[src/rtl/btnopt_pkg.sv]
package btnopt_pkg;

    // Width of the option register shared by both variants
    localparam int OPT_W = 2;

    // Debounce machine states
    typedef enum logic [2:0] {
        ST_IDLE        = 3'd0,
        ST_PRESS_CHK   = 3'd1,
        ST_HELD        = 3'd2,
        ST_RELEASE_CHK = 3'd3,
        ST_ACT         = 3'd4
    } btn_state_e;

    // Three-way speed option encoding
    typedef enum logic [OPT_W-1:0] {
        SPD_SLOW = 2'd0,
        SPD_MED  = 2'd1,
        SPD_FAST = 2'd2
    } spd_e;

endpackage

[src/rtl/btnopt_fsm.sv]
module btnopt_fsm
    import btnopt_pkg::*;
(
    input  logic clk,
    input  logic rst_n,
    input  logic sample_en,
    input  logic btn_n,
    output logic fire
);

    btn_state_e state_q;
    btn_state_e state_d;
    logic       pressed;

    assign pressed = ~btn_n;

    // Next-state logic: evaluated only on ticks, except that Act always leaves
    always_comb begin
        state_d = state_q;
        if (state_q == ST_ACT) begin
            state_d = ST_IDLE;
        end else if (sample_en) begin
            unique case (state_q)
                ST_IDLE:        state_d = pressed ? ST_PRESS_CHK : ST_IDLE;
                ST_PRESS_CHK:   state_d = pressed ? ST_HELD      : ST_IDLE;
                ST_HELD:        state_d = pressed ? ST_HELD      : ST_RELEASE_CHK;
                ST_RELEASE_CHK: state_d = pressed ? ST_HELD      : ST_ACT;
                default:        state_d = ST_IDLE;
            endcase
        end
    end

    // State register
    always_ff @(posedge clk or negedge rst_n) begin
        if (!rst_n) begin
            state_q <= ST_IDLE;
        end else begin
            state_q <= state_d;
        end
    end

    // Output decode
    always_comb begin
        fire = 1'b0;
        unique case (state_q)
            ST_ACT:  fire = 1'b1;
            default: fire = 1'b0;
        endcase
    end

    // Act lasts exactly one clock and is always followed by Idle
    a_r6_act_one_cycle: assert property (@(posedge clk) disable iff (!rst_n)
        state_q == ST_ACT |=> state_q == ST_IDLE);

    // without a tick, the state holds unless it is leaving Act
    a_r2_hold_without_tick: assert property (@(posedge clk) disable iff (!rst_n)
        (!sample_en && state_q != ST_ACT) |=> $stable(state_q));

    // an idle machine with the button up stays idle
    a_r3_idle_stays: assert property (@(posedge clk) disable iff (!rst_n)
        (state_q == ST_IDLE && sample_en && btn_n) |=> state_q == ST_IDLE);

    // a confirmed release always leads into Act
    a_r5_release_to_act: assert property (@(posedge clk) disable iff (!rst_n)
        (state_q == ST_RELEASE_CHK && sample_en && btn_n) |=> state_q == ST_ACT);

    // Held is never left while the button stays down
    a_r4_held_stays: assert property (@(posedge clk) disable iff (!rst_n)
        (state_q == ST_HELD && !btn_n) |=> state_q == ST_HELD);

endmodule

[src/rtl/btnopt_option.sv]
module btnopt_option
    import btnopt_pkg::*;
#(
    parameter bit THREE_WAY = 1'b0
) (
    input  logic             clk,
    input  logic             rst_n,
    input  logic             fire,
    output logic [OPT_W-1:0] opt_o
);

    generate
        if (THREE_WAY) begin : g_three
            spd_e spd_q;
            spd_e spd_d;

            // Step slow -> medium -> fast -> slow
            always_comb begin
                spd_d = spd_q;
                if (fire) begin
                    unique case (spd_q)
                        SPD_SLOW: spd_d = SPD_MED;
                        SPD_MED:  spd_d = SPD_FAST;
                        SPD_FAST: spd_d = SPD_SLOW;
                        default:  spd_d = SPD_SLOW;
                    endcase
                end
            end

            always_ff @(posedge clk or negedge rst_n) begin
                if (!rst_n) begin
                    spd_q <= SPD_SLOW;
                end else begin
                    spd_q <= spd_d;
                end
            end

            assign opt_o = spd_q;

            // the unused code 3 never appears
            a_r8_no_code3: assert property (@(posedge clk) disable iff (!rst_n)
                opt_o != 2'd3);

            // a step from fast wraps back to slow
            a_r8_wrap: assert property (@(posedge clk) disable iff (!rst_n)
                (fire && opt_o == 2'd2) |=> opt_o == 2'd0);
        end else begin : g_bin
            logic flag_q;

            always_ff @(posedge clk or negedge rst_n) begin
                if (!rst_n) begin
                    flag_q <= 1'b0;
                end else if (fire) begin
                    flag_q <= ~flag_q;
                end
            end

            assign opt_o = {1'b0, flag_q};

            // the binary option is inverted on every action
            a_r7_flip: assert property (@(posedge clk) disable iff (!rst_n)
                fire |=> opt_o[0] != $past(opt_o[0]));
        end
    endgenerate

    // the option stays put unless an action occurred
    a_r10_no_change_without_fire: assert property (@(posedge clk) disable iff (!rst_n)
        !fire |=> $stable(opt_o));

endmodule

[src/rtl/btnopt_notify.sv]
module btnopt_notify (
    input  logic clk,
    input  logic rst_n,
    input  logic fire,
    output logic notify_o
);

    logic level_q;

    always_ff @(posedge clk or negedge rst_n) begin
        if (!rst_n) begin
            level_q <= 1'b0;
        end else if (fire) begin
            level_q <= ~level_q;
        end
    end

    assign notify_o = level_q;

    // the notify level inverts once per action, and only then
    a_r9_flip_on_fire: assert property (@(posedge clk) disable iff (!rst_n)
        fire |=> notify_o != $past(notify_o));

    a_r9_hold_otherwise: assert property (@(posedge clk) disable iff (!rst_n)
        !fire |=> $stable(notify_o));

endmodule

[src/rtl/btn_option_ctrl.sv]
module btn_option_ctrl
    import btnopt_pkg::*;
#(
    parameter bit THREE_WAY = 1'b1
) (
    input  logic             clk,
    input  logic             rst_n,
    input  logic             sample_en,
    input  logic             btn_n,
    output logic [OPT_W-1:0] option,
    output logic             notify
);

    logic fire;

    btnopt_fsm u_fsm (
        .clk       (clk),
        .rst_n     (rst_n),
        .sample_en (sample_en),
        .btn_n     (btn_n),
        .fire      (fire)
    );

    btnopt_option #(
        .THREE_WAY (THREE_WAY)
    ) u_option (
        .clk   (clk),
        .rst_n (rst_n),
        .fire  (fire),
        .opt_o (option)
    );

    btnopt_notify u_notify (
        .clk      (clk),
        .rst_n    (rst_n),
        .fire     (fire),
        .notify_o (notify)
    );

    // the option and the notify line move on the same clock
    a_r9_moves_together: assert property (@(posedge clk) disable iff (!rst_n)
        !$stable(option) |-> !$stable(notify));

    // the outputs are at their reset values while reset is held
    always_ff @(posedge clk) begin
        if (!rst_n) begin
            a_r1_reset_values: assert (option == '0 && notify == 1'b0);
        end
    end

endmodule

[config.mk]
export PLATFORM = sky130hd
export DESIGN_NAME = btn_option_ctrl
export DESIGN_NICKNAME = d
export VERILOG_FILES = /design/src/rtl/btnopt_pkg.sv /design/src/rtl/btnopt_fsm.sv /design/src/rtl/btnopt_option.sv /design/src/rtl/btnopt_notify.sv /design/src/rtl/btn_option_ctrl.sv
export SDC_FILE = /design/constraint.sdc
export NUM_CORES = 1
export LEC_CHECK = 0
export ABC_CLOCK_PERIOD_IN_PS = 1400
export CAP_MARGIN = 20
export CORE_AREA = 8 8 45 47
export DETAILED_ROUTE_END_ITERATION = 8
export DIE_AREA = 0 0 53 55
export GPL_TIMING_DRIVEN = 0
export SLEW_MARGIN = 5
export SYNTH_ARGS = -nofsm -noshare
export SYNTH_HDL_FRONTEND = slang
export SYNTH_HIERARCHICAL = 1
export SYNTH_SLANG_ARGS = --single-unit
[constraint.sdc]
create_clock -name clk -period 1.4 [get_ports clk]
set_clock_uncertainty 0.1 [all_clocks]
set_input_delay 0.14 -clock clk [delete_from_list [all_inputs] [get_ports clk]]
set_output_delay 0.14 -clock clk [all_outputs]
set_load 0.02 [all_outputs]
# Word level (Yosys, flattened, before mapping)
# Cells that the tools add are included.
[word_totals] register_bits=6 inputBits=4 output_inout_bits=3 word_cells=21
[classes] eq_ne=5 muxes=9 n_bitwise=1 reduce_logical=3
[op_table] cell="3-bit one-hot mux with 4 select lines" count=1
[op_table] cell="3-bit two-way mux" count=3
[op_table] cell="3-bit by 2-bit == test with 1-bit output, second input constant" count=2
[op_table] cell="2-bit one-hot mux with 2 select lines" count=1
[op_table] cell="3-bit by 1-bit == test with 1-bit output, second input constant" count=1
[op_table] cell="3-bit == test, second input constant" count=1
[op_table] cell="3-bit zero test" count=1
[op_table] cell="1-bit two-way mux" count=3
[op_table] cell="2-bit by 1-bit == test with 1-bit output, second input constant" count=1
[op_table] cell="2-bit zero test" count=1
[op_table] cell="2-bit two-way mux" count=1
[op_table] cell="2-bit nonzero test" count=1
[op_table] cell="1-bit NOT" count=1

# Longest topological paths before layout
# Gate-level depths: netlist of run 1.
[logic_depth] word_depth=4 mapped_depth=4 depth_no_buf=4

# Modules after synthesis
# The synthesis of run 1 kept the hierarchy.
[modules_own_cells] module="btnopt_fsm" n_inst=1 cells_per_inst=16 area_per_inst_um2=161.4 seq_area_each_um2=75.1
[modules_own_cells] module="btnopt_option" n_inst=1 cells_per_inst=7 area_per_inst_um2=86.3 seq_area_each_um2=50.0
[modules_own_cells] module="btnopt_notify" n_inst=1 cells_per_inst=2 area_per_inst_um2=33.8 seq_area_each_um2=25.0

# Least setup slack after synthesis of run 1
# No wires, ideal clock.
[synth_path] path_type="register -> register" start="reg u_fsm.state_q[0]" end="reg u_option.g_three.spd_q[0], in the netlist u_option/opt_o[0]" arrival_time_ps=911 setup_slack_ps=309 path_stages_with_launch=5 n_path_buf=0 period_less_slack_ps=1091 path_cell_list="dfrtp_1 > nor2_1 > and2_1 > nand2b_1 > mux2i_1"
[synth_via] elab_chain_cells=2
[synth_lines] element="from (decl)" line_no="btnopt_fsm.sv:11" rtl="btn_state_e state_q;"
[synth_lines] element="from (signal assigned)" line_no="btnopt_fsm.sv:38" rtl="state_q <= state_d;"
[synth_lines] element="3-bit == test" line_no="btnopt_fsm.sv:45" rtl="unique case (state_q)"
[synth_lines] element="1-bit two-way mux" line_no="btnopt_fsm.sv:45"
[synth_lines] element="via fire" line_no="btn_option_ctrl.sv:14" rtl="logic fire;"
[synth_lines] element="to (signal assigned)" line_no="btnopt_option.sv:34" rtl="spd_q <= spd_d;"
[synth_lines] element="to (decl)" line_no="btnopt_option.sv:14" rtl="spd_e spd_q;"
# The timed path passes the listed nets, and every way through them passes these cells.
# A chain may end at the register's enable or synchronous reset.

# Worst setup path after layout of run 1
# Ends and elaborated chain as after synthesis.

==> impl_metrics.toml, run 1 <==
[status]
result_of_the_run = "finished clean"

[pwr]
power.clock.fraction_pct = 20.9
power_report.internal_total_uw = 476
part_of_the_power_in_combinational_logic_pct = 36.7
p_sw_share_pct = 34.8
leakagePower_nw = 0.179
cellPowerDensity_mw_per_mm2 = 1920
p_sw_uw = 254
seq_power_share_pct = 42.4
max-vdd-ir-drop_uv = 672

[clock_network]
cts.htree.levels = 1
cts_setup_buffers = 0
clock_sink_count = 6
cts_repair_resize_count = 3
cts.hold.buffers_added = 0
clkSlewWorstSetupHoldPaths_ns = 0.04
clkLatencyLatePin_ns = 0.24
max-clock-path-buffers = 2
cts-buffers-inserted = 3
tritoncts_clock_tree = "yes"
clock-root-buffer = "clkbuf_4"

[route]
routed_wire_length_per_instance_um = 9.48
vias_per_cell = 3.90
count_of_antenna_violating_nets_left_after_detailed_routing = 0
drc_errors = 0
via_count = 195
drt-total-wl_um = 474
detailedRoute.firstPassIterationCount = 3
detailedRoute.firstIterationViolations = 3

[die]
design.die.area_sq_mm = 0.00292
fp.coreArea_sq_mm = 0.00138
top_level_ports = 7
start_util_pct = 20.3
floorplan.die.height_um = 55
total_number_of_placement_rows = 14
floorplan.die.width_um = 53

[layout]
post_synthesis_to_final_layout_area_growth_pct = 35.1
fillers = 151
design.final.nets = 40
share_of_cells_above_drive_strength_1_pct = 14.7
highest_count_cells_in_the_layout_ignoring_fill_and_taps = "dfrtp_1 (6), nand2b_1 (4), clkbuf_4 (3), clkdlybuf4s50_1 (3), dlygate4sd2_1 (3)"
num_antenna_cells = 0
layout.cells.most_common = "dfrtp_1"
post_layout_nonfiller_instances = 50

[timing]
unrepaired_setup_endpoints_after_global_routing = "false"
maximum_clock_frequency_ghz = 0.836
setup_violations = 0
timing.slew.headroom_pct = 82.4
finalCriticalPeriod_ns = 1.20
tightestPinTransition_ns = 0.262
maxSlewViolCount = 0
finalCritPeriodShare_pct = 85.4
final.setup.tns_ns = 0
report.final.hold_viol_count = 0

[critical_path]
worst_path_dominant_cell_family = "simple AND/OR/NAND/NOR gates"
critPathMaxStageDelay_ns = 0.43
crit_path_top_delay_cell = "dfrtp_1"
worst-path-buf-inv = 0
critical_path.endpoint_type = "flip-flop"
timing_worst_setup_path_type = "flip-flop to flip-flop"
critPathArrivalTime_ns = 1.26
startpoint_type = "flip-flop"
path_cells = "nor2_1, and2_1, nand2b_1, mux2i_1"
cp.required_ns = 1.46
peak_fanout_along_the_critical_path = 6

[logic_synthesis]
synthAdderAreaFrac_pct = 0
netlist_top_cells_area = "dfrtp_1 (53%), nand2b_1 (8.9%), xor2_1 (6.2%)"
synth.top_cell.area_share_pct = 53.3
post_synthesis_sequential_element_count = 6
synth_compound_area_share_pct = 11.1
synth.mux.area_fraction_pct = 3.56
ys_types = 15
synth_xor_area_share_pct = 6.22
syn_area_sq_um = 282
synth-seq-area-share_pct = 53.3
synth_top_family_by_area = "simple AND/OR/NAND/NOR gates"
post-synth-top-area-cell = "dfrtp_1"
yosysWarningCount = 6
synth.avg_cell_area_sq_um = 11.3
netlist_instances = 25
post_synth_and_or_nand_nor_area_fraction_pct = 23.1
synthesis.nets = 29

[placed_design]
gp_congestion = 0.653
detailedPlacementHpwl_um = 399
place_inst = 47
numPortBuffers = 6

[min_path]
worst_hold_path_class = "input port to asynchronous set/reset pin"

[grt]
maximum_number_of_pins_on_one_net_before_global_route_repair = 7
grt_remaining_overflow = 0
number_of_global_route_vias_before_repair = 225
antenna_found_initial = 0
grt_pass1_wl_um = 862
gr_usage_total_pct = 4.23

[run]
max_cap_viol_count = 0
==> power groups by stage <==
| stage | Combinational (mW) | Clock, mW | Sequential (mW) |
|---|---|---|---|
| after floorplan | 0.141 | 0 | 0.351 |
| after global placement | 0.297 | 0 | 0.315 |
| after detailed placement | 0.303 | 0 | 0.314 |
| after CTS | 0.275 | 0.158 | 0.312 |
| after global routing | 0.300 | 0.168 | 0.329 |
| final | 0.268 | 0.153 | 0.309 |
==> path summary, 6_finish.rpt <==
check,slack (ns),start,depth (start not counted),end
hold / removal,0.04,rst_n,1,u_fsm/state_q[0]$_DFFE_PN0P_
hold reg to reg,0.36,u_notify/notify_o$_DFFE_PN0P_,1,u_notify/notify_o$_DFFE_PN0P_
setup / recovery,0.20,u_fsm/state_q[0]$_DFFE_PN0P_,4,u_option/opt_o[0]$_DFFE_PN0P_
max in group asynchronous,0.95,rst_n,1,u_notify/notify_o$_DFFE_PN0P_
setup reg to reg,0.20,u_fsm/state_q[0]$_DFFE_PN0P_,4,u_option/opt_o[0]$_DFFE_PN0P_
min in group clk,0.36,u_notify/notify_o$_DFFE_PN0P_,1,u_notify/notify_o$_DFFE_PN0P_
==> metrics by stage <==
stage	worst slack, ns	total power [mW]	hold WS, ns	utilization (%)	instance area (sq um)
2_1_floorplan	0.309	0.492	-0.256	-	282
3_3_place_gp	0.194	0.613	0.298	26.1	362
3_5_place_dp	0.169	0.617	0.303	26.1	362
4_1_cts	0.189	0.744	0.0477	27.5	380
5_1_grt	0.114	0.797	0.0580	27.5	380
6_report	0.204	0.730	0.0398	27.5	380
==> cells by family (layout without fill, tap and decap cells) <==
group / after synthesis / count (layout)
flip-flops: 6 / 6
AO/OA/AOI/OAI: 4 / 4
XOR/XNOR: 2 / 2
buffers and inverters: 2 / 11
AND/OR/NAND/NOR: 10 / 10
multiplexers: 1 / 1
==> synthesized netlist by cell type <==
| master | n |
|---|---|
| or2b_1 | 1 |
| o22ai_1 | 1 |
| xor2_1 | 2 |
| nand3_1 | 1 |
| nor2_1 | 1 |
| and2_1 | 1 |
| nand2b_1 | 4 |
| or3b_1 | 1 |
| or2b_2 | 1 |
| o21ai_2 | 1 |
| mux2i_1 | 1 |
| dfrtp_1 | 6 |
| inv_1 | 2 |
| o311ai_1 | 1 |
| o31ai_1 | 1 |
==> flip-flops by register name (all words and copies together), names as in the netlist <==
name and count:
u_fsm/state_q 3, u_option/opt_o 2, u_notify/notify_o 1
==> metal layers <==
layer / GRT usage [%] / part of all wire (%) / vias to the layer above / wire length (um)
li1: - / - / 104 / -
met1: 4.62 / 44 / 86 / 208
met2: 6.05 / 47 / 5 / 223
met3: 1.87 / 8.9 / 0 / 42
met4: 3.88 / 0 / 0 / 0
met5: 0 / 0 / - / 0
==> cell type report <==
type                       instances  area, sq um  area share (%)
multi-input combinational         17          124            32.6
inverter                           2         7.51            1.97
timing repair buffer               6         56.3            14.8
tap                               16         20.0            5.26
sequential                         6          150            39.5
clock buffer                       3         22.5            5.92
No activity file was read; power rests on OpenSTA's default activity.
==> run 2: changes to the inputs <==
--- a/config.mk
+++ b/config.mk
@@ -5,11 +5,12 @@
 export SDC_FILE = /design/constraint.sdc
 export NUM_CORES = 1
 export LEC_CHECK = 0
+export ABC_AREA = 1
 export ABC_CLOCK_PERIOD_IN_PS = 1400
 export CAP_MARGIN = 20
-export CORE_AREA = 8 8 45 47
+export CORE_AREA = 2 2 39 41
 export DETAILED_ROUTE_END_ITERATION = 8
-export DIE_AREA = 0 0 53 55
+export DIE_AREA = 0 0 41 43
 export GPL_TIMING_DRIVEN = 0
 export SLEW_MARGIN = 5
 export SYNTH_ARGS = -nofsm -noshare
==> run 2 against run 1 <==
Sequential cell count is the same. Maximum frequency shrank 2.9%. Routed wire length grew 14%. Critical path type unchanged. Highest routed layer unchanged.
==> impl_metrics.toml, run 2 <==
[timing]
unrepaired_setup_endpoints_after_global_routing = "false"
setup_violations = 0
final.setup.tns_ns = 0
report.final.hold_viol_count = 0
maximum_clock_frequency_ghz = 0.812
timing.slew.headroom_pct = 78.0
maxSlewViolCount = 0
finalCritPeriodShare_pct = 88.0
finalCriticalPeriod_ns = 1.23
tightestPinTransition_ns = 0.328

[logic_synthesis]
netlist_top_cells_area = "dfrtp_1 (50%), nand2_1 (17%), inv_1 (8.7%)"
syn_area_sq_um = 303
yosysWarningCount = 6
most_frequent_cell_after_synthesis = "nand2_1"
synth_async_sr_flop_share_pct = 100
synth-seq-area-share_pct = 49.6
synthesis.nets = 44
synth.top_cell.area_share_pct = 49.6
synthTopCellsByCount = "nand2_1 (14), inv_1 (7), dfrtp_1 (6)"
post-synth-top-area-cell = "dfrtp_1"
synth-edff-count = 0
ys_types = 11
netlist_instances = 40
synth.avg_cell_area_sq_um = 7.57
ys_dominant_reg_cell = "dfrtp_1"
post_synthesis_sequential_element_count = 6

[placed_design]
dpl_cell_area_sq_um = 383
detailedPlacementHpwl_um = 452
numPortBuffers = 6
gp_congestion = 0.674

[layout]
fillers = 150
highest_count_cells_in_the_layout_ignoring_fill_and_taps = "nand2_1 (14), inv_1 (7), dfrtp_1 (6)"
top_register = "u_fsm/state_q"
num_antenna_cells = 0
flip_flop_count_of_the_largest_register_all_copies_and_words_added = 3
post_synthesis_to_final_layout_area_growth_pct = 32.6
layout.cells.most_common = "nand2_1"
design.final.nets = 55
postLayoutCellArea_sq_um = 402
share_of_cells_above_drive_strength_1_pct = 16.3
postLayoutCoreUtil_pct = 29.0

[grt]
grtUsageMet1_pct = 10.3
number_of_global_route_vias_before_repair = 243
grt.met2_usage_pct = 11.3
grt_pass1_wl_um = 952
grtUsageMet3_pct = 1.57
antenna_found_initial = 0
gr_usage_total_pct = 8.31
grt_remaining_overflow = 0
maximum_number_of_pins_on_one_net_before_global_route_repair = 7
grt-busiest-layer = "met2"

[clock_network]
cts.htree.levels = 1
cts-buffers-inserted = 3
tritoncts_clock_tree = "yes"
clkLatencyLatePin_ns = 0.24
clock-root-buffer = "clkbuf_4"
cts_setup_buffers = 0
clock_sink_count = 6
cts.hold.buffers_added = 0
cts_repair_resize_count = 3
max-clock-path-buffers = 2
clkSlewWorstSetupHoldPaths_ns = 0.04

[die]
floorplan.die.width_um = 41
fp.coreArea_sq_mm = 0.00138
floorplan.die.height_um = 43
start_util_pct = 21.9
design.die.area_sq_mm = 0.00176
top_level_ports = 7
total_number_of_placement_rows = 14

[pwr]
total_power_uw = 731
cellPowerDensity_mw_per_mm2 = 1820
leakagePower_nw = 0.210
max-vdd-ir-drop_uv = 603

[status]
result_of_the_run = "finished clean"

[route]
routed_wire_length_per_instance_um = 8.34
count_of_antenna_violating_nets_left_after_detailed_routing = 0
drc_errors = 0
detailedRoute.firstIterationViolations = 4
detailedRoute.firstPassIterationCount = 4
via_count = 259
drt-total-wl_um = 542
vias_per_cell = 3.98

[critical_path]
critical_path.endpoint_type = "flip-flop"
cp.required_ns = 1.43
startpoint_type = "flip-flop"
peak_fanout_along_the_critical_path = 5
critPathArrivalTime_ns = 1.26
timing_worst_setup_path_type = "flip-flop to flip-flop"

[min_path]
worst_hold_path_class = "input port to asynchronous set/reset pin"

[run]
max_cap_viol_count = 0
==> run 2: changes by cell type in the layout (fill, tap and decap cells not counted), moves of 2 or more <==
| cell | before | now |
|---|---|---|
| nand2_1 | 0 | 14 |
| inv_1 | 2 | 7 |
| nand2b_1 | 4 | 0 |
| nand3_1 | 1 | 4 |
| inv_2 | 0 | 2 |
| xor2_1 | 2 | 0 |
==> run 2: worst max-delay path, cell delays in order, from the launching register on <==
cell and delay, ns:
dfrtp_1 0.40, inv_2 0.08, nand2_2 0.07, nor2_1 0.27, inv_1 0.09, nand2_1 0.07, nand2_1 0.05
==> run 2: metal layers <==
metal / vias up / wire length [um]
met2: 3 / 296
met3: 0 / 16
met5: - / 0
met4: 0 / 0
li1: 138 / -
met1: 118 / 230
==> run 2: final cells by class <==
class | instances | area [sq um] | share of cell area (%)
Sequential cell | 6 | 150 | 37.4
Clock buffer | 3 | 22.5 | 5.61
Timing Repair Buffer | 6 | 56.3 | 14.0
Inverter | 9 | 33.8 | 8.41
Tap cell | 16 | 20.0 | 4.98
Multi-Input combinational cell | 25 | 119 | 29.6
==> run 2: stage by stage <==
stage	cells	hold slack, ns	setup WS [ns]
finish	65	0.0352	0.168
global route	65	0.0588	0.0156
CTS	65	0.0375	0.162
detailed placement	62	0.297	0.164
global placement	62	0.294	0.170
floorplan	40	-0.256	0.307
==> run 2: worst paths after layout <==
| kind | cells past startpoint | to | slack, ns | start |
|---|---|---|---|---|
| worst min-delay path | 1 | u_notify/notify_o$_DFFE_PN0P_ | 0.04 | rst_n |
| worst max-delay path | 6 | u_option/opt_o[0]$_DFFE_PN0P_ | 0.17 | u_fsm/state_q[1]$_DFFE_PN0P_ |
| worst min register to register | 2 | u_notify/notify_o$_DFFE_PN0P_ | 0.40 | u_notify/notify_o$_DFFE_PN0P_ |
| min in group clk | 2 | u_notify/notify_o$_DFFE_PN0P_ | 0.40 | u_notify/notify_o$_DFFE_PN0P_ |
| worst max register to register | 6 | u_option/opt_o[0]$_DFFE_PN0P_ | 0.17 | u_fsm/state_q[1]$_DFFE_PN0P_ |
| max in group asynchronous | 1 | u_option/opt_o[0]$_DFFE_PN0P_ | 0.96 | rst_n |
==> run 2: power breakdown <==
group,leakage [nW],internal [mW],switching [mW]
registers,0.0773,0.243,0.0607
logic,0.119,0.110,0.167
clock network,0.0138,0.0964,0.0539
total,0.210,0.449,0.282
==> run 2: logic make-up after synthesis <==
| kind of cell | synth area share (%) |
|---|---|
| simple gates | 34.7 |
| compound gates | 4.54 |
| buf+inv | 11.2 |
| flops | 49.6 |
==> run 3: changes to the inputs <==
--- a/config.mk
+++ b/config.mk
@@ -6,7 +6,6 @@
 export NUM_CORES = 1
 export LEC_CHECK = 0
 export ABC_AREA = 1
-export ABC_CLOCK_PERIOD_IN_PS = 1400
 export CAP_MARGIN = 20
 export CORE_AREA = 2 2 39 41
 export DETAILED_ROUTE_END_ITERATION = 8
==> constraint.sdc (replaced) <==
create_clock -name clk -period 1.15 [get_ports clk]
set_clock_uncertainty 0.1 [all_clocks]
set_input_delay 0.115 -clock clk [delete_from_list [all_inputs] [get_ports clk]]
set_output_delay 0.115 -clock clk [all_outputs]
set_load 0.02 [all_outputs]
==> run 3 against run 2 <==
Clock power is 21% higher. Sequential cell count stayed put. Critical endpoint is now option[1]. Worst setup slack got worse by 0.13 ns. Routed wire length grew 6.5%. Worst hold slack worse by 0.023 ns. Global-route usage is the same. Via count increased by 3.9%. Core utilization is 2.7 points higher. Sequential share of layout area is 3.2 points lower. Largest cell class unchanged. Register-to-register slack worse by 0.12 ns. Combinational power increased by 62%.
==> impl_metrics.toml, run 3 (synthesis results as in run 2) <==
[timing]
finalCriticalPeriod_ns = 1.12
setup_ws_ns = 0.0349
finalCritPeriodShare_pct = 97.0
maximum_clock_frequency_ghz = 0.897
timing.slew.headroom_pct = 83.1
maxSlewViolCount = 0
report.final.hold_viol_count = 0
setup_violations = 0
tightestPinTransition_ns = 0.253

[pwr]
p_sw_uw = 390
part_of_the_power_in_combinational_logic_pct = 44.7
cellPowerDensity_mw_per_mm2 = 2290
total_power_mw = 1.00
power_report.internal_total_uw = 615
seq_power_share_pct = 37.2
p_sw_share_pct = 38.8
leakagePower_nw = 0.226
power.clock.fraction_pct = 18.1
max-vdd-ir-drop_uv = 857

[critical_path]
critPathMaxStageDelay_ns = 0.40
crit-reg2reg-capture = "u_option/opt_o[0]$_DFFE_PN0P_"
worst_setup_path_endpoint = "option[1]"
startpoint_type = "flip-flop"
worst_path_dominant_cell_family = "flip-flops"
r2r_start = "u_fsm/state_q[1]$_DFFE_PN0P_"
crit_path_top_delay_cell = "dfrtp_1"
ff2ff_path_depth = 6
worst-path-buf-inv = 1
peak_fanout_along_the_critical_path = 4
crit_cells = 1
setup.worst_path.start = "u_option/opt_o[1]$_DFFE_PN0P_"
path_cells = "clkdlybuf4s15_2"
critical_path.endpoint_type = "output port"
cp.required_ns = 0.94
timing_worst_setup_path_type = "flip-flop to output port"
critPathArrivalTime_ns = 0.90
worst-r2r-setup-slack_ns = 0.05

[die]
fp.coreArea_sq_mm = 0.00138
start_util_pct = 21.9
top_level_ports = 7
floorplan.die.height_um = 43
design.die.area_sq_mm = 0.00176
total_number_of_placement_rows = 14
floorplan.die.width_um = 41

[grt]
gr_usage_total_pct = 8.31
grt_remaining_overflow = 0
number_of_global_route_vias_before_repair = 243
maximum_number_of_pins_on_one_net_before_global_route_repair = 7
antenna_found_initial = 0
grt_pass1_wl_um = 952

[route]
drc_errors = 0
via_count = 269
count_of_antenna_violating_nets_left_after_detailed_routing = 0
drt-total-wl_um = 577
vias_per_cell = 3.90
detailedRoute.firstPassIterationCount = 4
routed_wire_length_per_instance_um = 8.36
detailedRoute.firstIterationViolations = 3

[clock_network]
clkLatencyLatePin_ns = 0.24
clock-root-buffer = "clkbuf_4"
max-clock-path-buffers = 2
clkSlewWorstSetupHoldPaths_ns = 0.04
cts.htree.levels = 1
cts-buffers-inserted = 3
tritoncts_clock_tree = "yes"
cts.hold.buffers_added = 0
clock_sink_count = 6

[status]
result_of_the_run = "finished clean"

[run]
max_cap_viol_count = 0

[layout]
highest_count_cells_in_the_layout_ignoring_fill_and_taps = "nand2_1 (14), dfrtp_1 (6), inv_2 (5)"
flip_flop_count_of_the_largest_register_all_copies_and_words_added = 3
top_register = "u_fsm/state_q"
layout.cells.most_common = "nand2_1"
share_of_cells_above_drive_strength_1_pct = 35.8
design.final.nets = 59
num_antenna_cells = 0
post_synthesis_to_final_layout_area_growth_pct = 45.0

[min_path]
worst_hold_path_class = "input port to asynchronous set/reset pin"

[placed_design]
dp_slack_ns = -0.0826
gp_congestion = 0.674
detailedPlacementHpwl_um = 452
numPortBuffers = 6
[run 3: cell count changes in the layout (fill, tap and decap cells not counted), moves of 3 or more]
cell           delta
inv_2             +3
buf_4             +4
inv_1             -3
dlygate4sd2_1     -3
[run 3: area by class of cell]
cell class / count / area [sq um]
clock buffer: 3 / 22.5
fill: 148 / 945
inverter: 9 / 33.8
multi-input combinational: 25 / 131
sequential: 6 / 150
tap: 16 / 20.0
timing repair buffer: 10 / 81.3
[run 3: how the worst min path moves through the flow]
| stage | startpoint | endpoint | slack, ns | depth (start not counted) |
|---|---|---|---|---|
| finish | rst_n | u_notify/notify_o$_DFFE_PN0P_ | 0.01 | 1 |
| global route | rst_n | u_notify/notify_o$_DFFE_PN0P_ | 0.03 | 1 |
| CTS | rst_n | u_notify/notify_o$_DFFE_PN0P_ | 0.01 | 1 |
| floorplan | rst_n | u_fsm/state_q[0]$_DFFE_PN0P_ | -0.28 | 0 |
| global placement | rst_n | u_fsm/state_q[0]$_DFFE_PN0P_ | 0.27 | 1 |
| detailed placement | rst_n | u_fsm/state_q[0]$_DFFE_PN0P_ | 0.27 | 1 |
[run 3: repair_timing]
action / 4_1_cts / 5_1_grt
setup buffers: 0 / 4
setup endpoints to repair: 6 / 5
gates resized for setup: 9 / 7
pin swaps: 0 / 1
[run 3: power by group through the flow]
stage                     combinational, mW  sequential (mW)  clock (mW)
after floorplan                       0.183            0.415           0
after global placement                0.364            0.372           0
after detailed placement              0.374            0.374           0
after CTS                             0.364            0.372       0.195
after global routing                  0.499            0.388       0.197
final                                 0.450            0.374       0.181
[run 3: per-layer routing]
metal / vias to the layer above / wire length [um] / GRT usage, %
met3: 0 / 19 / 1.57
met1: 120 / 251 / 10.3
met5: - / 0 / 0
met4: 0 / 0 / 8.00
met2: 3 / 307 / 11.3
li1: 146 / - / -
[run 3: stage by stage]
stage	TNS, ns	util [%]	cells	hold WS, ns	area [sq um]
finish	0	31.7	69	0.0118	439
global route	-0.0219	31.7	69	0.0338	439
CTS	0	29.7	65	0.0125	410
detailed placement	-0.351	27.7	62	0.272	383
global placement	-0.305	27.7	62	0.269	383
floorplan	0	-	40	-0.281	303
